## src/rtl/dbt_pkg.sv

```systemverilog
// Shared constants for the double-buffered timer: write addresses and
// mode register bit positions. Assumes a data width of at least 16 bits.
package dbt_pkg;
    localparam int ADDR_MODE  = 0;
    localparam int ADDR_CMPA  = 1;
    localparam int ADDR_CMPB  = 2;
    localparam int ADDR_SHA   = 3;
    localparam int ADDR_SHB   = 4;

    localparam int MB_RUN     = 15;
    localparam int MB_INIT    = 14;
    localparam int MB_IRQEN   = 12;
    localparam int MB_DBUF    = 5;

    localparam int NUM_CH     = 2;  // channel 0 = period, channel 1 = phase
endpackage

```

## src/rtl/dbt_regs.sv

```systemverilog
// Register file of the timer: mode, period compare and phase compare.
// Decodes writes into clear and shadow-load strobes and picks the tick
// source. Assumes writes are whole words and at most one per cycle.
module dbt_regs
    import dbt_pkg::*;
#(
    parameter int W    = 16,
    parameter int NSRC = 8,
    parameter int AW   = 3
) (
    input  logic          clk,
    input  logic          rst_n,
    input  logic          wr_en,
    input  logic [AW-1:0] wr_addr,
    input  logic [W-1:0]  wr_data,
    input  logic [NSRC-1:0] src_tick,
    output logic          run,
    output logic          tick,
    output logic          clr,
    output logic          irq_en,
    output logic          dbuf,
    output logic [W-1:0]  cmp_a,
    output logic [W-1:0]  cmp_b,
    output logic          ld_sh_a,
    output logic          ld_sh_b
);
    localparam int SW = (NSRC > 1) ? $clog2(NSRC) : 1;
    localparam logic [W-1:0] CMPA_RST = {{(W-1){1'b1}}, 1'b0};

    logic [W-1:0]  mode_q;
    logic [SW-1:0] sel;
    logic          wr_mode, wr_a, wr_b, a_legal;

    // Address decode of the single write port.
    always_comb begin
        wr_mode = wr_en && (wr_addr == AW'(ADDR_MODE));
        wr_a    = wr_en && (wr_addr == AW'(ADDR_CMPA));
        wr_b    = wr_en && (wr_addr == AW'(ADDR_CMPB));
        ld_sh_a = wr_en && (wr_addr == AW'(ADDR_SHA));
        ld_sh_b = wr_en && (wr_addr == AW'(ADDR_SHB));
        a_legal = (wr_data != '0) && (wr_data != '1);
        clr     = wr_mode && (!wr_data[MB_RUN] || wr_data[MB_INIT]);
    end

    // Mode fields and the selected, qualified tick.
    always_comb begin
        run    = mode_q[MB_RUN];
        irq_en = mode_q[MB_IRQEN];
        dbuf   = mode_q[MB_DBUF];
        sel    = mode_q[SW-1:0];
        tick   = run && src_tick[sel];
    end

    // Register storage; illegal period values are dropped.
    always_ff @(posedge clk) begin
        if (!rst_n) begin
            mode_q <= '0;
            cmp_a  <= CMPA_RST;
            cmp_b  <= '0;
        end else begin
            if (wr_mode)            mode_q <= wr_data;
            if (wr_a && a_legal)    cmp_a  <= wr_data;
            if (wr_b)               cmp_b  <= wr_data;
        end
    end

    p_bad_period_kept_r6: assert property (@(posedge clk) disable iff (!rst_n)
        (wr_a && !a_legal) |=> $stable(cmp_a));
endmodule

```

## src/rtl/dbt_shadow.sv

```systemverilog
// One compare channel: a shadow register and the equality detector.
// In shadow mode the counter is compared with the shadow, which reloads
// from the compare register on its own match; otherwise the compare
// register is used directly.
module dbt_shadow #(
    parameter int W = 16
) (
    input  logic         clk,
    input  logic         rst_n,
    input  logic         tick,
    input  logic         dbuf,
    input  logic         ld,
    input  logic [W-1:0] cnt,
    input  logic [W-1:0] cmp,
    output logic         hit
);
    logic [W-1:0] sh_q;
    logic [W-1:0] eff;

    // Effective compare value and the qualified match.
    always_comb begin
        eff = dbuf ? sh_q : cmp;
        hit = tick && (cnt == eff);
    end

    // Shadow update: explicit load first, then reload on its own match.
    always_ff @(posedge clk) begin
        if (!rst_n)              sh_q <= '0;
        else if (ld)             sh_q <= cmp;
        else if (dbuf && hit)    sh_q <= cmp;
    end

    p_shadow_hold_r8: assert property (@(posedge clk) disable iff (!rst_n)
        (!ld && !hit) |=> $stable(sh_q));
endmodule

```

## src/rtl/dbt_core.sv

```systemverilog
// Counter with the two compare channels. Counts qualified ticks and
// wraps to zero on a period match. Assumes clr and tick are never
// both meaningful; clear has priority.
module dbt_core
    import dbt_pkg::*;
#(
    parameter int W = 16
) (
    input  logic         clk,
    input  logic         rst_n,
    input  logic         run,
    input  logic         tick,
    input  logic         clr,
    input  logic         dbuf,
    input  logic [W-1:0] cmp_a,
    input  logic [W-1:0] cmp_b,
    input  logic         ld_sh_a,
    input  logic         ld_sh_b,
    output logic         hit_a,
    output logic         hit_b
);
    logic [W-1:0] cnt_q;
    logic [W-1:0] cmp_v [NUM_CH];
    logic         ld_v  [NUM_CH];
    logic         hit_v [NUM_CH];

    // Gather per-channel inputs for the generated channels.
    always_comb begin
        cmp_v[0] = cmp_a;
        cmp_v[1] = cmp_b;
        ld_v[0]  = ld_sh_a;
        ld_v[1]  = ld_sh_b;
        hit_a    = hit_v[0];
        hit_b    = hit_v[1];
    end

    for (genvar ch = 0; ch < NUM_CH; ch++) begin : g_ch
        dbt_shadow #(.W(W)) u_sh (
            .clk  (clk),
            .rst_n(rst_n),
            .tick (tick),
            .dbuf (dbuf),
            .ld   (ld_v[ch]),
            .cnt  (cnt_q),
            .cmp  (cmp_v[ch]),
            .hit  (hit_v[ch])
        );
    end

    // Up counter: clear, wrap on period match, else step on tick.
    always_ff @(posedge clk) begin
        if (!rst_n)        cnt_q <= '0;
        else if (clr)      cnt_q <= '0;
        else if (tick)     cnt_q <= hit_a ? '0 : cnt_q + 1'b1;
    end

    p_idle_zero_r7: assert property (@(posedge clk) disable iff (!rst_n)
        !run |-> (cnt_q == '0));
    p_wrap_zero_r2: assert property (@(posedge clk) disable iff (!rst_n)
        (hit_a && !clr) |=> (cnt_q == '0));
endmodule

```

## src/rtl/dbt_out.sv

```systemverilog
// Output stage: the set-reset flip-flop, the match pulse and the
// interrupt request, all registered. Period match beats phase match.
module dbt_out (
    input  logic clk,
    input  logic rst_n,
    input  logic clr,
    input  logic hit_a,
    input  logic hit_b,
    input  logic irq_en,
    output logic tmr_out,
    output logic match_o,
    output logic irq_o
);
    // Flip-flop: clear, reset on period match, set on phase match.
    always_ff @(posedge clk) begin
        if (!rst_n)       tmr_out <= 1'b0;
        else if (clr)     tmr_out <= 1'b0;
        else if (hit_a)   tmr_out <= 1'b0;
        else if (hit_b)   tmr_out <= 1'b1;
    end

    // One-cycle match pulse and gated interrupt request.
    always_ff @(posedge clk) begin
        if (!rst_n) begin
            match_o <= 1'b0;
            irq_o   <= 1'b0;
        end else begin
            match_o <= hit_a && !clr;
            irq_o   <= hit_a && !clr && irq_en;
        end
    end

    p_irq_with_match_r3: assert property (@(posedge clk) disable iff (!rst_n)
        irq_o |-> match_o);
    p_single_pulse_r2: assert property (@(posedge clk) disable iff (!rst_n)
        match_o |=> !match_o);
    p_low_at_period_r4: assert property (@(posedge clk) disable iff (!rst_n)
        match_o |-> !tmr_out);
endmodule

```

## src/rtl/dbt_timer.sv

```systemverilog
// Top of the double-buffered two-compare timer. Joins the register
// file, counter with shadow channels, and output stage. Assumes every
// tick input is a one-cycle enable synchronous to clk.
module dbt_timer #(
    parameter int W    = 16,
    parameter int NSRC = 8,
    parameter int AW   = 3
) (
    input  logic            clk,
    input  logic            rst_n,
    input  logic            wr_en,
    input  logic [AW-1:0]   wr_addr,
    input  logic [W-1:0]    wr_data,
    input  logic [NSRC-1:0] src_tick,
    output logic            tmr_out,
    output logic            match_o,
    output logic            irq_o
);
    logic         run, tick, clr, irq_en, dbuf, ld_sh_a, ld_sh_b;
    logic         hit_a, hit_b;
    logic [W-1:0] cmp_a, cmp_b;

    dbt_regs #(.W(W), .NSRC(NSRC), .AW(AW)) u_regs (
        .clk(clk), .rst_n(rst_n), .wr_en(wr_en), .wr_addr(wr_addr),
        .wr_data(wr_data), .src_tick(src_tick), .run(run), .tick(tick),
        .clr(clr), .irq_en(irq_en), .dbuf(dbuf), .cmp_a(cmp_a),
        .cmp_b(cmp_b), .ld_sh_a(ld_sh_a), .ld_sh_b(ld_sh_b)
    );

    dbt_core #(.W(W)) u_core (
        .clk(clk), .rst_n(rst_n), .run(run), .tick(tick), .clr(clr),
        .dbuf(dbuf), .cmp_a(cmp_a), .cmp_b(cmp_b), .ld_sh_a(ld_sh_a),
        .ld_sh_b(ld_sh_b), .hit_a(hit_a), .hit_b(hit_b)
    );

    dbt_out u_out (
        .clk(clk), .rst_n(rst_n), .clr(clr), .hit_a(hit_a), .hit_b(hit_b),
        .irq_en(irq_en), .tmr_out(tmr_out), .match_o(match_o), .irq_o(irq_o)
    );
endmodule

```

## config.mk

```make
export PLATFORM = sky130hd
export DESIGN_NAME = dbt_timer
export DESIGN_NICKNAME = d
export VERILOG_FILES = /design/src/rtl/dbt_pkg.sv /design/src/rtl/dbt_regs.sv /design/src/rtl/dbt_shadow.sv /design/src/rtl/dbt_core.sv /design/src/rtl/dbt_out.sv /design/src/rtl/dbt_timer.sv
export SDC_FILE = /design/constraint.sdc
export NUM_CORES = 1
export LEC_CHECK = 0
export ABC_AREA = 1
export BUFFER_PORTS_ARGS = -buffer_cell sky130_fd_sc_hd__buf_2
export CORE_ASPECT_RATIO = 1.75
export CORE_MARGIN = 2
export CORE_UTILIZATION = 30
export CTS_CLUSTER_DIAMETER = 80
export DETAILED_ROUTE_END_ITERATION = 12
export HOLD_SLACK_MARGIN = 0.03
export PLACE_DENSITY = 0.56
export REMOVE_ABC_BUFFERS = 1
export SLEW_MARGIN = 10
export SYNTH_ARGS = -nofsm -noshare
export SYNTH_HDL_FRONTEND = slang
export SYNTH_HIERARCHICAL = 1
export SYNTH_SLANG_ARGS = --single-unit
```

## constraint.sdc

```tcl
create_clock -name clk -period 2.95 [get_ports clk]
set_input_delay 0.295 -clock clk [delete_from_list [all_inputs] [get_ports clk]]
set_output_delay 0.295 -clock clk [all_outputs]
set_load 0.02 [all_outputs]
```

Word level (Yosys, flattened, before mapping)
Cells that the tools add are included.
Storage, ports and cells
  bits in registers: 99
  input bits: 30
  output and inout port bits: 3
Cells by class
  add/sub/neg operators: 1
  $lt $le $gt $ge: 1
  equality and inequality tests: 7
  muxes and demuxes: 9
  bitwise gates (word level): 1
  reductions and logical operators: 24
Operator list (number)
  16-bit 2-to-1 mux: 7
  16-bit equality test: 2
  16-bit by 1-bit adder with 16-bit output (second input constant): 1
  16-bit inequality test (second input constant): 1
  16-bit nonzero test: 1
  1-bit logical AND: 15
  3-bit by 2-bit equality test with 1-bit output (second input constant): 2
  3-bit by 4-bit < comparator with 1-bit output (second input constant): 1
  2-bit nonzero test: 2
  1-bit binary-select mux with 3-bit select: 1
  3-bit by 1-bit equality test with 1-bit output (second input constant): 1
  3-bit equality test (second input constant): 1
  3-bit logical NOT: 1
  3-bit OR reduction: 1
  1-bit logical NOT: 2
  2-bit OR reduction: 1
  1-bit logical OR: 1
  1-bit 2-to-1 mux: 1
  1-bit inverter: 1

Logic depth before layout (Yosys ltp)
Gate-level depths: netlist of run 1.
  word-level depth: 7
  gate-level depth with buffers: 15
  gate-level depth less buffers: 15

Hierarchy
The synthesis of run 1 kept the hierarchy.
Modules (own cells, without submodules)
  dbt_shadow: instances 2, cells an instance 248, area each 1340.0 um2, seq. area each 320.3 um2
  dbt_regs: instances 1, cells an instance 221, area each 1609.0 um2, seq. area each 760.7 um2
  dbt_core: instances 1, cells an instance 126, area each 804.5 um2, seq. area each 320.3 um2
  dbt_out: instances 1, cells an instance 12, area each 103.8 um2, seq. area each 60.1 um2

Least setup slack after synthesis of run 1
OpenSTA, ideal clock, no wires.
  kind: reg-to-reg
  start point: register u_regs.mode_q[0]
  end point: register u_core.cnt_q[3]
  setup time: 0.125 ns
  arrival time: 2.483 ns
  data required time: 2.825 ns
  slack: 0.341 ns
  cell stages (with the launch flop): 15
  buffers on the path: 1
  period minus slack after synthesis: 2.609 ns
  path through: dfxtp_1 -> nor2_1 -> nor2_1 -> o21ai_0 -> o211ai_1 -> nand2_1 -> nor2_1 -> nand4_1 -> nor3_1 -> nand2_1 -> nor4_1 -> a21oi_2 -> buf_2 -> o21ai_0 -> a21oi_1
On the way
  cells in the longest elaborated chain, start to end: 5
Ends and longest elaborated chain
  start, declared: line dbt_regs.sv:30  | logic [W-1:0] mode_q;
  start signal, assigned: line dbt_regs.sv:61  | if (wr_mode) mode_q <= wr_data;
  1-bit binary-select mux with 3-bit select: line dbt_regs.sv:51  | tick = run && src_tick[sel];
  1-bit 2-to-1 mux (not written as such): line dbt_regs.sv:51
  1-bit logical AND: line dbt_regs.sv:51
  via tick: line dbt_timer.sv:19  | logic run, tick, clr, irq_en, dbuf, ld_sh_a, ld_sh_b;
  1-bit logical AND: line dbt_shadow.sv:23  | hit = tick && (cnt == eff);
  via hit_a: line dbt_timer.sv:20  | logic hit_a, hit_b;
  16-bit 2-to-1 mux: line dbt_core.sv:54  | else if (tick) cnt_q <= hit_a ? '0 : cnt_q + 1'b1;
  end signal, assigned: line dbt_core.sv:54
  end, declared: line dbt_core.sv:22  | logic [W-1:0] cnt_q;
The timed path passes the listed nets, and every way through them passes these cells. The select of a mux whose other input is x is not followed.
A chain may end at the register's enable or synchronous reset.

Worst setup path after layout of run 1
  start point: register u_regs.mode_q[0]
  end point: register u_core.cnt_q[8]
Same word-level chain as after synthesis.

==> run metrics, run 1 <==
Hold-fix buffers, CTS=0; synthesized instance count=855; Critical Path Source=u_regs/mode_q[0]$_SDFFE_PN0P_; Pleak=0.00274 µW; First-pass DRT Iterations=7; HP Class=input pin to register; R2R cell count=16; delay-heaviest family, CP=simple AND/OR/NAND/NOR gates; clock share of power=0.458; WHS Path Cells=3; Commonest cells post-synth=254 x nand2_1, 133 x nor2_1, 100 x inv_1; final worst path period need=2.41 ns; post-synthesis register bit count=89; Final Max Slew Viols=0; Sink Count=89; Max-cap violations=0; Sw Share=0.254; H-tree depth=3; cts bufs inserted=9; Yosys cell types=34; vias per cell=approximately 4.7; Syn-to-layout area delta=13.1%; Initial Utilization=0.307; CORE AREA=16900 µm²; most frequent cell after synthesis=nand2_1; Avg WL per Cell=14.2 µm; Ports=33; Setup Buffers After CTS=0; Comb power frac=0.093; routed via count=5261; Crit Path Max Fanout=14; CP max stage cell=dfxtp_1; fill count=1907; Post-DRT Antenna Nets=0; first-pass GRT wire length=between 20 and 30 mm; ys async rst share=0; Pwr Density=between 400 and 500 nW/µm²; GR Layer Usage met3=0.0150; Peak VDD IR=about 0.35 mV; final hold vios=0; DP HPWL=11.8 mm; measured slew at the worst slew-check pin=0.982 ns; initial antenna violation count=0; Finished Cell Area=5880 µm²; Critical Path Stages=16; height of the die=178 µm; Synth area leaders=dfxtp_1 34%, nand2_1 18%, nor2_1 9.6%, nand3_1 8.3%, inv_1 7.2%; vias in the first global route=4941; yosys warns=6; Critical Path Source Type=register; max incr delay on CP=between 0.3 and 0.4 ns; Skew-Pair Late Insertion Delay=0.35 ns; CTS tree=done; Post-Syn Area per Cell=6.08 µm²; total track usage=0.175; Congestion Overflow GR=0; placed inst area=5550 µm²; min-delay src=wr_data[7]; post-route insts no fill=1112; Post-Syn Area=about 5200 µm²; most used cell, CP=nand2_1; fin nets=~900; P_sw=714 µW; RePlAce Congestion=0.884; status=finished clean; Internal=about 2100 µW; final WL=15.8 mm; IO Port Bufs=32; Max Buffers Root-to-Sink=2; GRT Max-Usage Layer=met2; Yosys top cell area share=0.343; post-synthesis sequential area ratio=0.343; dpl cells=1096; GR Util met1=0.188; Sequential Power Share=0.449; RSZ-0062 raised after global routing=no; Setup-failing EPs final=0; Worst EP arrival=roughly 2.7 ns; Worst slew margin=0.344; Inserted Diodes=0; final core occ=0.347; Crit Path Class=register to register; layout cells sized above 1=0.0960; Buf/Inv on CP=2; pin count of the biggest net entering global routing=73; Iter 0 DRT Violations=278; die area=18400 µm²; Die W=104 µm; row cnt=63; Worst setup EP type=register; CTS root buf=clkbuf_16; Fmax=414 MHz; critical path, cell by cell=nor2_1, nor2_1, o21ai_0, o211ai_1, nand2_1, nor2_1, nand4_1, nor3_1, nand2_1, nor4_1, buf_4, a21oi_2, nand2_1, nand2_1, o21ai_1, inv_1; crit share post-route=0.818; Top FF cell, synth=dfxtp_1; flop-to-flop setup slack=0.54 ns; Resized Gates After CTS=0; clock skew=0.00791 ns; Post-synth EDFFs=0; CP required=3.20 ns; Reg clk slew, reported paths=0.07 ns; reg2reg start=u_regs/mode_q[0]$_SDFFE_PN0P_; post-synth top area cell=dfxtp_1; met2 usage=0.336; DRC=0
==> sequential cells by signal, summed over array words and instances (netlist names) <==
name                   flops
u_regs/cmp_a              16
u_out/match_o              1
u_out/tmr_out              1
u_out/irq_o                1
u_core/g_ch.u_sh/sh_q     32
u_regs/cmp_b              16
u_core/cnt_q              16
u_regs/mode_q              6
==> layout make-up <==
class	count	area [µm²]	share of cell area
multi-input combinational	628	2820	0.479
sequential	89	1780	0.303
inverter	105	394	0.0671
tap	227	284	0.0483
timing repair buffer	47	273	0.0464
clock buffer	11	243	0.0413
clock inverter	5	86.3	0.0147
==> stage by stage <==
step                      setup WS (ns)  hold slack (ns)  total power (µW)  TNS (ns)
after floorplan                 -0.0798            0.379              1450   -0.0798
after global placement            0.554            0.468              1550         0
after detailed placement          0.516            0.484              1550         0
after CTS                         0.511            0.282              2840         0
after global routing              0.241            0.297              2920         0
final                             0.537            0.283              2810         0
==> cell families (layout without fill, tap and decap cells) <==
logic type,Yosys count,in the layout,synth area share
compound gates,95,95,0.0970
xor+xnor,2,2,0.00337
fa+ha+maj,1,1,0.00241
buf+inv,138,168,0.116
flops,89,89,0.343
simple gates,530,530,0.439
==> power groups by stage <==
stage	Clock, µW	Combinational, µW	Sequential [µW]
finish	1290	261	1260
global route	1360	299	1270
CTS	1310	263	1260
detailed placement	0	262	1290
global placement	0	260	1290
floorplan	0	161	1280
==> metal layers <==
layer,wire [µm],vias to the layer above
li1,-,2761
met1,6530,2361
met2,8200,101
met3,385,38
met4,700,0
met5,0,-
==> path summary, 6_finish.rpt <==
check                                   to
min           u_regs/cmp_b[7]$_SDFFE_PN0P_
max           u_core/cnt_q[8]$_SDFFE_PP0P_
max reg2reg   u_core/cnt_q[8]$_SDFFE_PP0P_
min reg2reg  u_regs/cmp_a[11]$_SDFFE_PN1P_
==> cells in the final DEF, fill, tap and decap left out, drive strengths merged <==
cell	instances
a21o	2
a21oi	47
a221oi	2
and3	1
buf	47
bufinv	2
clkbuf	11
clkinv	1
dfxtp	89
ha	1
inv	107
nand2	258
nand3	88
nand3b	4
nand4	30
nor2	141
nor3	6
nor4	2
o211ai	3
o21ai	38
o21bai	1
o22ai	2
xor2	2
==> worst min-delay path, cell delays in order <==
cell	delay, ns
buf_2	0.14
o21ai_0	0.10
nor2_1	0.07
Power figures use the tool's default switching activity.
==> inputs of run 2 (changes only) <==
==> constraint.sdc (replaced) <==
create_clock -name clk -period 2.4 [get_ports clk]
set_input_delay 0.24 -clock clk [delete_from_list [all_inputs] [get_ports clk]]
set_output_delay 0.24 -clock clk [all_outputs]
set_load 0.02 [all_outputs]
==> run 2 against run 1 <==
Non-clock buffer count rose by 9. Register-to-register slack got worse by 0.34 ns. Combinational power rose by 26%. Clock skew rose by 0.0024 ns. Final cell count rose by 0.81%. Wire length fell by 0.13%. Highest routed layer unchanged.
==> run metrics, run 2 (same netlist as run 1, synthesis figures left out) <==
Worst slew margin=0.510 (was 0.344); GRT Max-Usage Layer=met2 (unchanged); GR Util met1=0.180 (was 0.188); DP HPWL=11.9 mm (was 11.8 mm); Sw Share=0.266 (was 0.254); CP required=2.64 ns (was 3.20 ns); RSZ-0062 raised after global routing=no (unchanged); Fmax=455 MHz (was 414 MHz); Internal=2450 µW (was 2100 µW); routed via count=5314 (was 5261); Skew-Pair Late Insertion Delay=0.35 ns (about the same); GR Layer Usage met3=0.0227 (was 0.0150); Peak VDD IR=0.399 mV (was 0.347 mV); CP max stage cell=dfxtp_1 (unchanged); Crit Path Class=register to register (unchanged); max incr delay on CP=0.33 ns (was 0.39 ns); max reg flops=32 (unchanged); Congestion Overflow GR=0 (unchanged); Crit Path Max Fanout=32 (was 14); Iter 0 DRT Violations=274 (was 278); Setup-failing EPs final=0 (unchanged); vias in the first global route=4830 (was 4941); status=finished clean (unchanged); DRC=0 (unchanged); commonest non-fill, non-tap cell in the layout=nand2_1 (unchanged); Reg clk slew, reported paths=0.07 ns (about the same); Final Max Slew Viols=0 (unchanged); First-pass DRT Iterations=5 (was 7); Buf/Inv on CP=3 (was 2); largest register by flop count=u_core/g_ch.u_sh/sh_q (unchanged); clock skew=0.0103 ns (was 0.00791 ns); most frequent cells in the layout=254 x nand2_1, 132 x nor2_1, 100 x inv_1 (was 254 x nand2_1, 133 x nor2_1, 100 x inv_1); height of the die=178 µm (unchanged); CTS root buf=clkbuf_16 (unchanged); final WL=15.8 mm (about the same); final hold vios=0 (unchanged); vias per cell=4.74 (was 4.73); measured slew at the worst slew-check pin=0.734 ns (was 0.982 ns); Post-DRT Antenna Nets=0 (unchanged); met2 usage=0.333 (was 0.336); total track usage=0.173 (was 0.175); Die W=104 µm (unchanged); final worst path period need=2.20 ns (was 2.41 ns); fin nets=920 (was 911); flop-to-flop setup slack=0.20 ns (was 0.54 ns); Initial Utilization=0.307 (unchanged); layout cells sized above 1=0.109 (was 0.0960); die area=18400 µm² (unchanged); Max Buffers Root-to-Sink=2 (unchanged); CORE AREA=16900 µm² (unchanged); Inserted Diodes=0 (unchanged); Worst EP arrival=2.44 ns (was 2.67 ns); final setup TNS=0 ns (unchanged); Critical Path Source Type=register (unchanged); RePlAce Congestion=0.884 (about the same); initial antenna violation count=0 (unchanged); Ports=33 (unchanged); Finished Cell Area=5960 µm² (was 5880 µm²); crit share post-route=0.916 (was 0.818); H-tree depth=3 (unchanged); row cnt=63 (unchanged); Avg WL per Cell=14.1 µm (was 14.2 µm); Min-Delay Endpoint=u_core/cnt_q[0]$_SDFFE_PP0P_ (was u_regs/cmp_b[7]$_SDFFE_PN0P_); WHS Path Cells=5 (was 3); Comb power frac=0.099 (was 0.093); Worst setup EP type=register (unchanged); Sink Count=89 (unchanged); delay-heaviest family, CP=simple AND/OR/NAND/NOR gates (unchanged); first-pass GRT wire length=24.8 mm (was 25.5 mm); CTS tree=done (unchanged); Sequential Power Share=0.464 (was 0.449); reg2reg start=u_regs/mode_q[0]$_SDFFE_PN0P_ (unchanged); P_sw=890 µW (was 714 µW); min-delay src=rst_n (was wr_data[7]); placed inst area=5620 µm² (was 5550 µm²); critical path, cell by cell=inv_1, nor2_1, o211ai_1, nand2_1, nor2_4, buf_6, nand2_1, nor2_1, nand2_1, nor2_2, nand4_2, buf_4, a21oi_1, nor2_1 (was nor2_1, nor2_1, o21ai_0, o211ai_1, nand2_1, nor2_1, nand4_1, nor3_1, nand2_1, nor4_1, buf_4, a21oi_2, nand2_1, nand2_1, o21ai_1, inv_1); clock share of power=0.438 (was 0.458); Syn-to-layout area delta=14.7% (was 13.1%); HP Class=input pin to register (unchanged); cts bufs inserted=9 (unchanged); Pwr Density=561 nW/µm² (was 479 nW/µm²); pin count of the biggest net entering global routing=73 (unchanged); Pleak=0.00279 µW (was 0.00274 µW); R2R cell count=14 (was 16); IO Port Bufs=32 (unchanged); RR Endpoint=u_core/g_ch[0].u_sh/sh_q[9]$_SDFFE_PN0P_ (was u_core/cnt_q[8]$_SDFFE_PP0P_); Max-cap violations=0 (unchanged)
run 2: repair_timing:
| action | CTS | global route |
|---|---|---|
| hold buffers | 0 | 0 |
| endpoints found under the setup margin | 4 | 49 |
| resized for setup | 1 | 7 |
| pin swaps | 0 | 1 |
| buffers inserted | 0 | 0 |
| endpoints found under the hold margin | 0 | 0 |
run 2: final cells by class:
type | instances | area [µm²]
Clock inverter | 7 | 77.6
Multi-Input combinational cell | 628 | 2850
Fill cell | 1913 | 11000
Timing Repair Buffer | 56 | 352
Sequential cell | 89 | 1780
Inverter | 105 | 394
Clock buffer | 9 | 225
Tap cell | 227 | 284
run 2: metal layers:
layer	wire, µm	up-vias
met5	0	-
met4	648	0
met3	490	34
met2	8350	116
met1	6300	2354
li1	-	2810
run 2: worst reg2reg max path, cell delays in order (launching register included):
cell and delay [ns]:
dfxtp_1 0.33, inv_1 0.13, nor2_1 0.06, o211ai_1 0.18, nand2_1 0.11, nor2_4 0.15
buf_6 0.18, nand2_1 0.08, nor2_1 0.10, nand2_1 0.07, nor2_2 0.11, nand4_2 0.08
buf_4 0.25, a21oi_1 0.18, nor2_1 0.06
run 2: worst max path at each step:
stage                                             start                                  endpoint  cells past startpoint
after detailed placement  u_regs/mode_q[0]$_SDFFE_PN0P_              u_core/cnt_q[8]$_SDFFE_PP0P_                     14
after CTS                 u_regs/mode_q[0]$_SDFFE_PN0P_              u_core/cnt_q[8]$_SDFFE_PP0P_                     14
after floorplan           u_regs/mode_q[5]$_SDFFE_PN0P_              u_core/cnt_q[8]$_SDFFE_PP0P_                     13
final                     u_regs/mode_q[0]$_SDFFE_PN0P_  u_core/g_ch[0].u_sh/sh_q[9]$_SDFFE_PN0P_                     14
after global routing      u_regs/mode_q[0]$_SDFFE_PN0P_  u_core/g_ch[0].u_sh/sh_q[7]$_SDFFE_PN0P_                     15
after global placement    u_regs/mode_q[0]$_SDFFE_PN0P_              u_core/cnt_q[8]$_SDFFE_PP0P_                     15
run 2: power groups by stage:
| stage | registers, µW | logic (µW) | clock network (µW) |
|---|---|---|---|
| floorplan | 1580 | 198 | 0 |
| global placement | 1580 | 324 | 0 |
| detailed placement | 1580 | 326 | 0 |
| CTS | 1550 | 327 | 1500 |
| global route | 1550 | 379 | 1540 |
| finish | 1550 | 329 | 1460 |
run 2: stage by stage:
stage | utilization | setup slack (ns) | hold WS [ns] | power [µW] | instances
detailed placement | 0.331 | -0.0837 | 0.477 | 1910 | 1105
CTS | 0.350 | 0.0517 | 0.237 | 3380 | 1121
finish | 0.352 | 0.202 | 0.240 | 3340 | 1121
global route | 0.352 | 0.0178 | 0.248 | 3470 | 1121
global placement | 0.331 | -0.0164 | 0.466 | 1910 | 1105
floorplan | - | -0.630 | 0.324 | 1780 | 822
